**config.mk**
```make
export PLATFORM = sky130hd
export DESIGN_NAME = cache_parity_ctrl
export DESIGN_NICKNAME = d
export VERILOG_FILES = /design/src/rtl/cpr_pkg.sv /design/src/rtl/cpr_mode_decode.sv /design/src/rtl/cpr_parity_check.sv /design/src/rtl/cpr_recovery_fsm.sv /design/src/rtl/cache_parity_ctrl.sv
export SDC_FILE = /design/constraint.sdc
export NUM_CORES = 1
export LEC_CHECK = 0
export BUFFER_PORTS_ARGS = -buffer_cell sky130_fd_sc_hd__buf_2
export CAP_MARGIN = 25
export CORE_MARGIN = 1
export CORE_UTILIZATION = 43
export CTS_CLUSTER_DIAMETER = 200
export DETAILED_ROUTE_END_ITERATION = 16
export GPL_TIMING_DRIVEN = 0
export MAX_ROUTING_LAYER = met4
export PLACE_DENSITY = 0.79
export SYNTH_ARGS = -nofsm -noshare
export SYNTH_HDL_FRONTEND = slang
export SYNTH_SLANG_ARGS = --single-unit
```
**constraint.sdc**
```tcl
create_clock -name clk_i -period 2.1 [get_ports clk_i]
set_clock_uncertainty 0.1 [all_clocks]
set_input_delay 0 -clock clk_i [delete_from_list [all_inputs] [get_ports clk_i]]
set_output_delay 0 -clock clk_i [all_outputs]
set_load 0.1 [all_outputs]
```
**src/rtl/cpr_pkg.sv**
```systemverilog
package cpr_pkg;
  localparam logic [2:0] MODE_CHK_ABORT  = 3'b000;
  localparam logic [2:0] MODE_CHK_SILENT = 3'b101;

  typedef struct packed {
    logic chk_en;
    logic abort_en;
  } policy_t;

  typedef enum logic [1:0] {
    RS_IDLE   = 2'd0,
    RS_INVAL  = 2'd1,
    RS_REFILL = 2'd2
  } rec_state_e;
endpackage

```
**src/rtl/cpr_mode_decode.sv**
```systemverilog
module cpr_mode_decode
  import cpr_pkg::*;
(
  input  logic [2:0] mode_i,
  output policy_t    policy_o
);
  // reserved values fall through to disabled
  always_comb begin
    policy_o = '0;
    unique case (mode_i)
      MODE_CHK_ABORT:  policy_o = '{chk_en: 1'b1, abort_en: 1'b1};
      MODE_CHK_SILENT: policy_o = '{chk_en: 1'b1, abort_en: 1'b0};
      default:         policy_o = '0;
    endcase
  end
endmodule

```
**src/rtl/cpr_parity_check.sv**
```systemverilog
module cpr_parity_check #(
  parameter int unsigned DATA_W = 32
) (
  input  logic [DATA_W-1:0]   data_i,
  input  logic [DATA_W/8-1:0] par_i,
  output logic [DATA_W/8-1:0] byte_err_o,
  output logic                err_o
);
  localparam int unsigned NBYTES = DATA_W / 8;

  for (genvar b = 0; b < NBYTES; b++) begin : g_byte
    assign byte_err_o[b] = ^{data_i[8*b +: 8], par_i[b]};
  end

  assign err_o = |byte_err_o;
endmodule

```
**src/rtl/cpr_recovery_fsm.sv**
```systemverilog
module cpr_recovery_fsm
  import cpr_pkg::*;
#(
  parameter int unsigned ADDR_W = 12
) (
  input  logic              clk_i,
  input  logic              rst_ni,
  input  logic              start_i,
  input  logic [ADDR_W-1:0] addr_i,
  input  logic              inval_ack_i,
  input  logic              refill_ack_i,
  output logic              inval_req_o,
  output logic              refill_req_o,
  output logic              busy_o,
  output logic [ADDR_W-1:0] addr_o
);
  rec_state_e        state_q, state_d;
  logic [ADDR_W-1:0] addr_q;

  always_comb begin
    state_d = state_q;
    unique case (state_q)
      RS_IDLE:   if (start_i)      state_d = RS_INVAL;
      RS_INVAL:  if (inval_ack_i)  state_d = RS_REFILL;
      RS_REFILL: if (refill_ack_i) state_d = RS_IDLE;
      default:                     state_d = RS_IDLE;
    endcase
  end

  always_ff @(posedge clk_i or negedge rst_ni) begin
    if (!rst_ni) begin
      state_q <= RS_IDLE;
      addr_q  <= '0;
    end else begin
      state_q <= state_d;
      if (state_q == RS_IDLE && start_i) addr_q <= addr_i;
    end
  end

  assign inval_req_o  = (state_q == RS_INVAL);
  assign refill_req_o = (state_q == RS_REFILL);
  assign busy_o       = (state_q != RS_IDLE);
  assign addr_o       = addr_q;
endmodule

```
**src/rtl/cache_parity_ctrl.sv**
```systemverilog
module cache_parity_ctrl
  import cpr_pkg::*;
#(
  parameter int unsigned DATA_W = 32,
  parameter int unsigned ADDR_W = 12
) (
  input  logic                clk_i,
  input  logic                rst_ni,
  input  logic [2:0]          mode_i,
  input  logic                rd_valid_i,
  input  logic [DATA_W-1:0]   rd_data_i,
  input  logic [DATA_W/8-1:0] rd_par_i,
  input  logic [ADDR_W-1:0]   rd_addr_i,
  input  logic                mem_wb_i,
  output logic                mem_wb_o,
  output logic                event_o,
  output logic                abort_o,
  output logic [ADDR_W-1:0]   fault_addr_o,
  output logic                hold_o,
  output logic                inval_req_o,
  input  logic                inval_ack_i,
  output logic                refill_req_o,
  input  logic                refill_ack_i,
  output logic [ADDR_W-1:0]   recov_addr_o
);
  localparam int unsigned NBYTES = DATA_W / 8;

  policy_t           policy;
  logic [NBYTES-1:0] byte_err;
  logic              par_err;
  logic              busy;
  logic              hit_err;
  logic              event_q, abort_q;
  logic [ADDR_W-1:0] fault_q;

  cpr_mode_decode i_mode (
    .mode_i   (mode_i),
    .policy_o (policy)
  );

  cpr_parity_check #(.DATA_W(DATA_W)) i_par (
    .data_i     (rd_data_i),
    .par_i      (rd_par_i),
    .byte_err_o (byte_err),
    .err_o      (par_err)
  );

  // reads during a recovery are not checked
  assign hit_err = rd_valid_i && !busy && policy.chk_en && par_err;

  always_ff @(posedge clk_i or negedge rst_ni) begin
    if (!rst_ni) begin
      event_q <= 1'b0;
      abort_q <= 1'b0;
      fault_q <= '0;
    end else begin
      event_q <= hit_err;
      abort_q <= hit_err && policy.abort_en;
      if (hit_err) fault_q <= rd_addr_i;
    end
  end

  cpr_recovery_fsm #(.ADDR_W(ADDR_W)) i_fsm (
    .clk_i        (clk_i),
    .rst_ni       (rst_ni),
    .start_i      (hit_err),
    .addr_i       (rd_addr_i),
    .inval_ack_i  (inval_ack_i),
    .refill_ack_i (refill_ack_i),
    .inval_req_o  (inval_req_o),
    .refill_req_o (refill_req_o),
    .busy_o       (busy),
    .addr_o       (recov_addr_o)
  );

  // lines must never be dirty while checking is on
  assign mem_wb_o     = mem_wb_i && !policy.chk_en;
  assign event_o      = event_q;
  assign abort_o      = abort_q;
  assign fault_addr_o = fault_q;
  assign hold_o       = busy;
endmodule

```
# After elaboration in Yosys (flattened, before gate mapping)
# Cells that the tools add are included.
[totals]
wordCells = 33
inputBits = 57
regBits = 28
out_inout_bits = 30
[op_classes]
n_reduce_logical = 17
muxes = 5
n_eq_ne = 6
[ops]
columns = ["op", "n"]
rows = [
  ["$reduce_xor 9->1", 4],
  ["$logic_and 1x1->1", 6],
  ["$mux 2", 3],
  ["$pmux 2 s3", 1],
  ["$ne 2x1->1 const B", 2],
  ["$pmux 2 s2", 1],
  ["$reduce_or 4->1", 1],
  ["$eq 3x3->1 const B", 1],
  ["$logic_not 3->1", 1],
  ["$reduce_and 3->1", 1],
  ["$eq 2x1->1 const B", 1],
  ["$eq 2x2->1 const B", 1],
  ["$logic_not 1->1", 2],
  ["$logic_not 2->1", 1],
  ["$ne 2x2->1 const B", 1],
  ["$reduce_bool 2->1", 1],
]

# Longest topological paths before layout
[logic_depth]
ltp_word = 7
depth_mapped = 7
mapped_depth_nobuf = 5

# Hierarchy
# Synthesis repeated with hierarchy kept, for this count alone.
[unflattened]
hier_cells = 99
area_unflattened_um2 = 1448.9
[modules_own_cells]
columns = ["mod", "area_each_um2", "cells_each", "n_inst"]
rows = [
  ["cache_parity_ctrl", 569.3, 32, 1],
  ["cpr_recovery_fsm", 553.0, 35, 1],
  ["cpr_parity_check", 309.0, 29, 1],
  ["cpr_mode_decode", 17.5, 3, 1],
]

# Least setup slack after synthesis
# OpenSTA, ideal clock, no wires.
[synth_timing]
path_kind = "register to register"
start = "register i_fsm.state_q[0]"
end = "register i_fsm.state_q[1]"
setup_ns = 0.070
arrival_ns = 2.055
path_stages_with_launch = 3
slack_ns = -0.125
path_cell_list = "dfrtp_1 > nor2b_1 > a22o_1"
[synth_between]
elab_cells_between_ends = 13
classes_between = "eq/ne: 5; mux: 1; reduce/logical: 7"
[synth_rtl]
columns = ["item", "line_no", "source"]
rows = [
  ["start: declaration", "cpr_recovery_fsm.sv:17", "rec_state_e state_q, state_d;"],
  ["start signal: assignment", "cpr_recovery_fsm.sv:35", "state_q <= state_d;"],
  ["$eq 2x2->1 (*)", "-", ""],
  ["net refill_req_o", "cache_parity_ctrl.sv:22", "output logic refill_req_o,"],
  ["$ne 2x1->1 (no line)", "-", ""],
  ["$reduce_and 3->1 (no line)", "-", ""],
]
# Mark *: on every way through the listed nets, which the timed path passes. The rest lies on a longest branch.
# A chain may end at the register's enable or synchronous reset.

# Worst setup path after layout
[layout_timing]
start = "input port mode_i[0]"
end = "register fault_q[9] (netlist: fault_addr_o[9])"
[layout_between]
elab_chain_cells = 4
elab_cells_between_ends = 5
classes_between = "eq/ne: 1; mux: 1; reduce/logical: 3"
[layout_rtl]
columns = ["item", "line_no", "source"]
rows = [
  ["start: declaration", "cache_parity_ctrl.sv:9", "input logic [2:0] mode_i,"],
  ["$eq 3x3->1 / $logic_not 3->1 (equally long branches)", "cpr_mode_decode.sv:10", "unique case (mode_i)"],
  ["$pmux 2 s2 (*)", "cpr_mode_decode.sv:10", ""],
  ["$logic_and 1x1->1 (*) (2 in a row)", "cache_parity_ctrl.sv:49", "assign hit_err = rd_valid_i && !busy && policy.chk_en && par_err;"],
  ["end signal: assignment", "cache_parity_ctrl.sv:59", "if (hit_err) fault_q <= rd_addr_i;"],
  ["end: declaration", "cache_parity_ctrl.sv:34", "logic [ADDR_W-1:0] fault_q;"],
]
# Mark *: on every way between the ends. The rest lies on a longest branch, timed or not.

==> impl_summary.md <==
Outcome
The flow ran to the end, and the final reports show no timing, DRC or antenna violations.

Floorplanning
The floorplan has 20 rows. The die outline area is 3650 sq um. For this configuration, the core starts out at a cell density of 0.465. Measured along the x axis, the die boundary spans 60.4 microns. The top-level I/O count is 87. Measured along the y axis, the die boundary spans 60.4 microns. The core footprint is 3150 sq um.

Clock tree
The root buffer cell is sky130_fd_sc_hd__clkbuf_4. The depth of the CTS H-tree is 1. The total number of clock tree sinks is 28. For the worst-skew pair, the clock arrives at the later sink with an insertion delay of 320 ps. The clock buffer count from CTS is 3. The CTS tree is yes.

Counting along the longest clock path gives a buffer depth of 2. The post-CTS setup buffer count is 0. The clock-pin slew on the worst setup and hold paths is 150 ps.

The count of cells resized by post-cts repair is 0.

Global route
The via count of the first global-routing pass was 1254. The overflow left after global routing is 0. The first-pass GRT wire length is 5030 microns.

Entering global routing, the biggest net connects 29 pins. The number of antenna violations at the first check in global routing came to 0. The global-route usage over all layers is 0.195.

Placement
The weighted congestion reported at the end of routability-driven placement is 0.656. Once placement completed, the tool counted placed cells totaling 228. The half-perimeter wire length after detailed placement is 2430 microns. The number of buffers added on ports is 86.

STA
The worst pin sits at a relative slew slack of 0.606. For the pin with the worst max-slew slack, the measured transition is 590 ps. The hold violation total from the final report is 0.

The post-route setup TNS is 0 ps. Dividing the final minimum period by the clock period gives 0.846. The clock period minus worst slack is 1780 ps. The count of final max-slew check failures is 0.

The number of endpoints failing setup at the final stage is 0. Based on the critical path, the design can be clocked at up to 563 MHz. Setup repair after global routing left no endpoint under its margin.

Route
The routed layout has 1167 vias. For this block, the initial DRC count from the detailed router was 26. The count of antenna-violating nets left after detailed routing is 0. The first detailed-routing pass ran for 4 iterations. The overall routed net length is 3180 microns. The number of vias per cell after detailed routing is 4.67. The routed wire length per instance is 12.7 microns. The detailed-route DRC error count is 0.

Worst setup path
The slowest stage cell on the critical path is sky130_fd_sc_hd__dlygate4sd3_1. The worst setup path is launched from an input pin. The endpoint class of the critical path is a flip-flop. STA puts the critical path data required time at 2220 ps. The signal on the critical path passes through dlygate4sd3_1, buf_2, xor2_1, nor2_1, nand3_1, a41o_1, buf_6, buf_12, mux2_4. The critical setup path kind is in2reg. The critical path's top delay family is buffers and inverters. The peak per-stage delay on the critical path is 530 ps.

The largest driver fanout on the critical path is 10. Together, buffers and inverters on the worst path number 4. Data on the critical path arrives at its endpoint at 1900 ps.

Layout
The finished layout holds 250 standard cells, fillers aside. The final layout net count is 264. The share of cells above drive strength 1 is 0.578. Relative to the synthesized area, the layout overhead comes to 49.1%. The number of antenna repair diodes is 0.

The library cells used most frequently in the layout, excluding fill and tap cells, are 86 x sky130_fd_sc_hd__buf_2, 28 x sky130_fd_sc_hd__dfrtp_1, 18 x sky130_fd_sc_hd__dlygate4sd3_1. The number of filler cells placed in the layout is 243. The library cell used most frequently in the layout, excluding fill and tap cells, is sky130_fd_sc_hd__buf_2.

Synth
The count of unique library cells instantiated by Yosys is 19. The total number of yosys warnings is 0. The net count of the mapped netlist is 155. The synthesis-stage register bit count is 28. In this run the cell area of the synthesized design comes to 1470 sq um. The synthesized area per cell is 15.0 sq um. Synthesis handed over a netlist of 98 instances. The sequential-to-total area share from yosys stat is 0.477.

Min path
The class of the tightest hold or removal check is in2async.

Job
Across the run, the number of max-cap violations was 0.
[timing repair]
action	in CTS	in global routing
setup endpoints to repair	0	0
endpoints found under the hold margin	55	0
hold buffers	18	0
[kinds of logic (layout without fill, tap and decap cells)]
group / Yosys count / count (layout) / share of synthesized area
compound gates: 3 / 3 / 0.0162
xor+xnor: 29 / 29 / 0.211
buf+inv: 7 / 115 / 0.0418
flops: 28 / 28 / 0.477
mux: 24 / 24 / 0.228
simple gates: 7 / 7 / 0.0256
[sequential cells by signal, indices dropped and copies added, names as in the netlist]
signal         cells
abort_o            1
event_o            1
fault_addr_o      12
i_fsm.addr_o      12
i_fsm.state_q      2
[metrics by stage]
| stage | worst slack (ps) | instance area, sq um | util | hold WS [ps] |
|---|---|---|---|---|
| CTS | 319 | 2190 | 0.694 | 102 |
| global route | 238 | 2190 | 0.694 | 142 |
| floorplan | 397 | 1470 | - | -396 |
| finish | 322 | 2190 | 0.694 | 95.7 |
| global placement | 196 | 1960 | 0.620 | -70.7 |
| detailed placement | 157 | 1960 | 0.620 | -51.6 |
[final timing paths]
path                                       start          endpoint  slack, ps  depth (start not counted)
worst max-delay path                   mode_i[0]   fault_addr_o[9]        320                          9
min in group clk_i                    rd_valid_i   fault_addr_o[8]        210                          5
worst min register to register  fault_addr_o[10]  fault_addr_o[10]        430                          1
worst max register to register  i_fsm.state_q[1]   fault_addr_o[9]        390                          6
worst min-delay path                      rst_ni   fault_addr_o[2]        100                          2
max in group asynchronous                 rst_ni   i_fsm.addr_o[5]       1410                          2
[layout make-up]
| class | count | area [sq um] | area share |
|---|---|---|---|
| Buffer | 3 | 46.3 | 0.0212 |
| Timing Repair Buffer | 104 | 611 | 0.279 |
| Inverter | 4 | 15.0 | 0.00686 |
| Tap cell | 44 | 55.1 | 0.0252 |
| Multi-Input combinational cell | 63 | 708 | 0.324 |
| Sequential cell | 28 | 701 | 0.320 |
| Clock inverter | 1 | 30.0 | 0.0137 |
| Clock buffer | 3 | 22.5 | 0.0103 |
[synthesized netlist by cell type (all sizes together)]
library cell  count  share of area
a41o              1         0.0068
buf               3          0.032
nor4              1         0.0043
nand3             1         0.0034
a22o              1         0.0060
nor2b             2         0.0085
mux2             24           0.23
o21ai             1         0.0034
dfrtp            28           0.48
nand2b            1         0.0043
nor2              2         0.0051
xor2              9          0.054
xnor3             4          0.062
inv               4          0.010
xnor2            16          0.095
[per-layer routing]
layer	GRT usage	wire, microns	share of wire	vias to the layer above
met2	0.388	1760	0.55	52
met5	-	0	0	-
li1	-	-	-	545
met1	0.190	1200	0.38	566
met4	0.0682	35	0.011	0
met3	0.0256	179	0.056	4
Power is not shown: default switching activity piles up to over one toggle a cycle in this logic, so the estimate is an artifact.
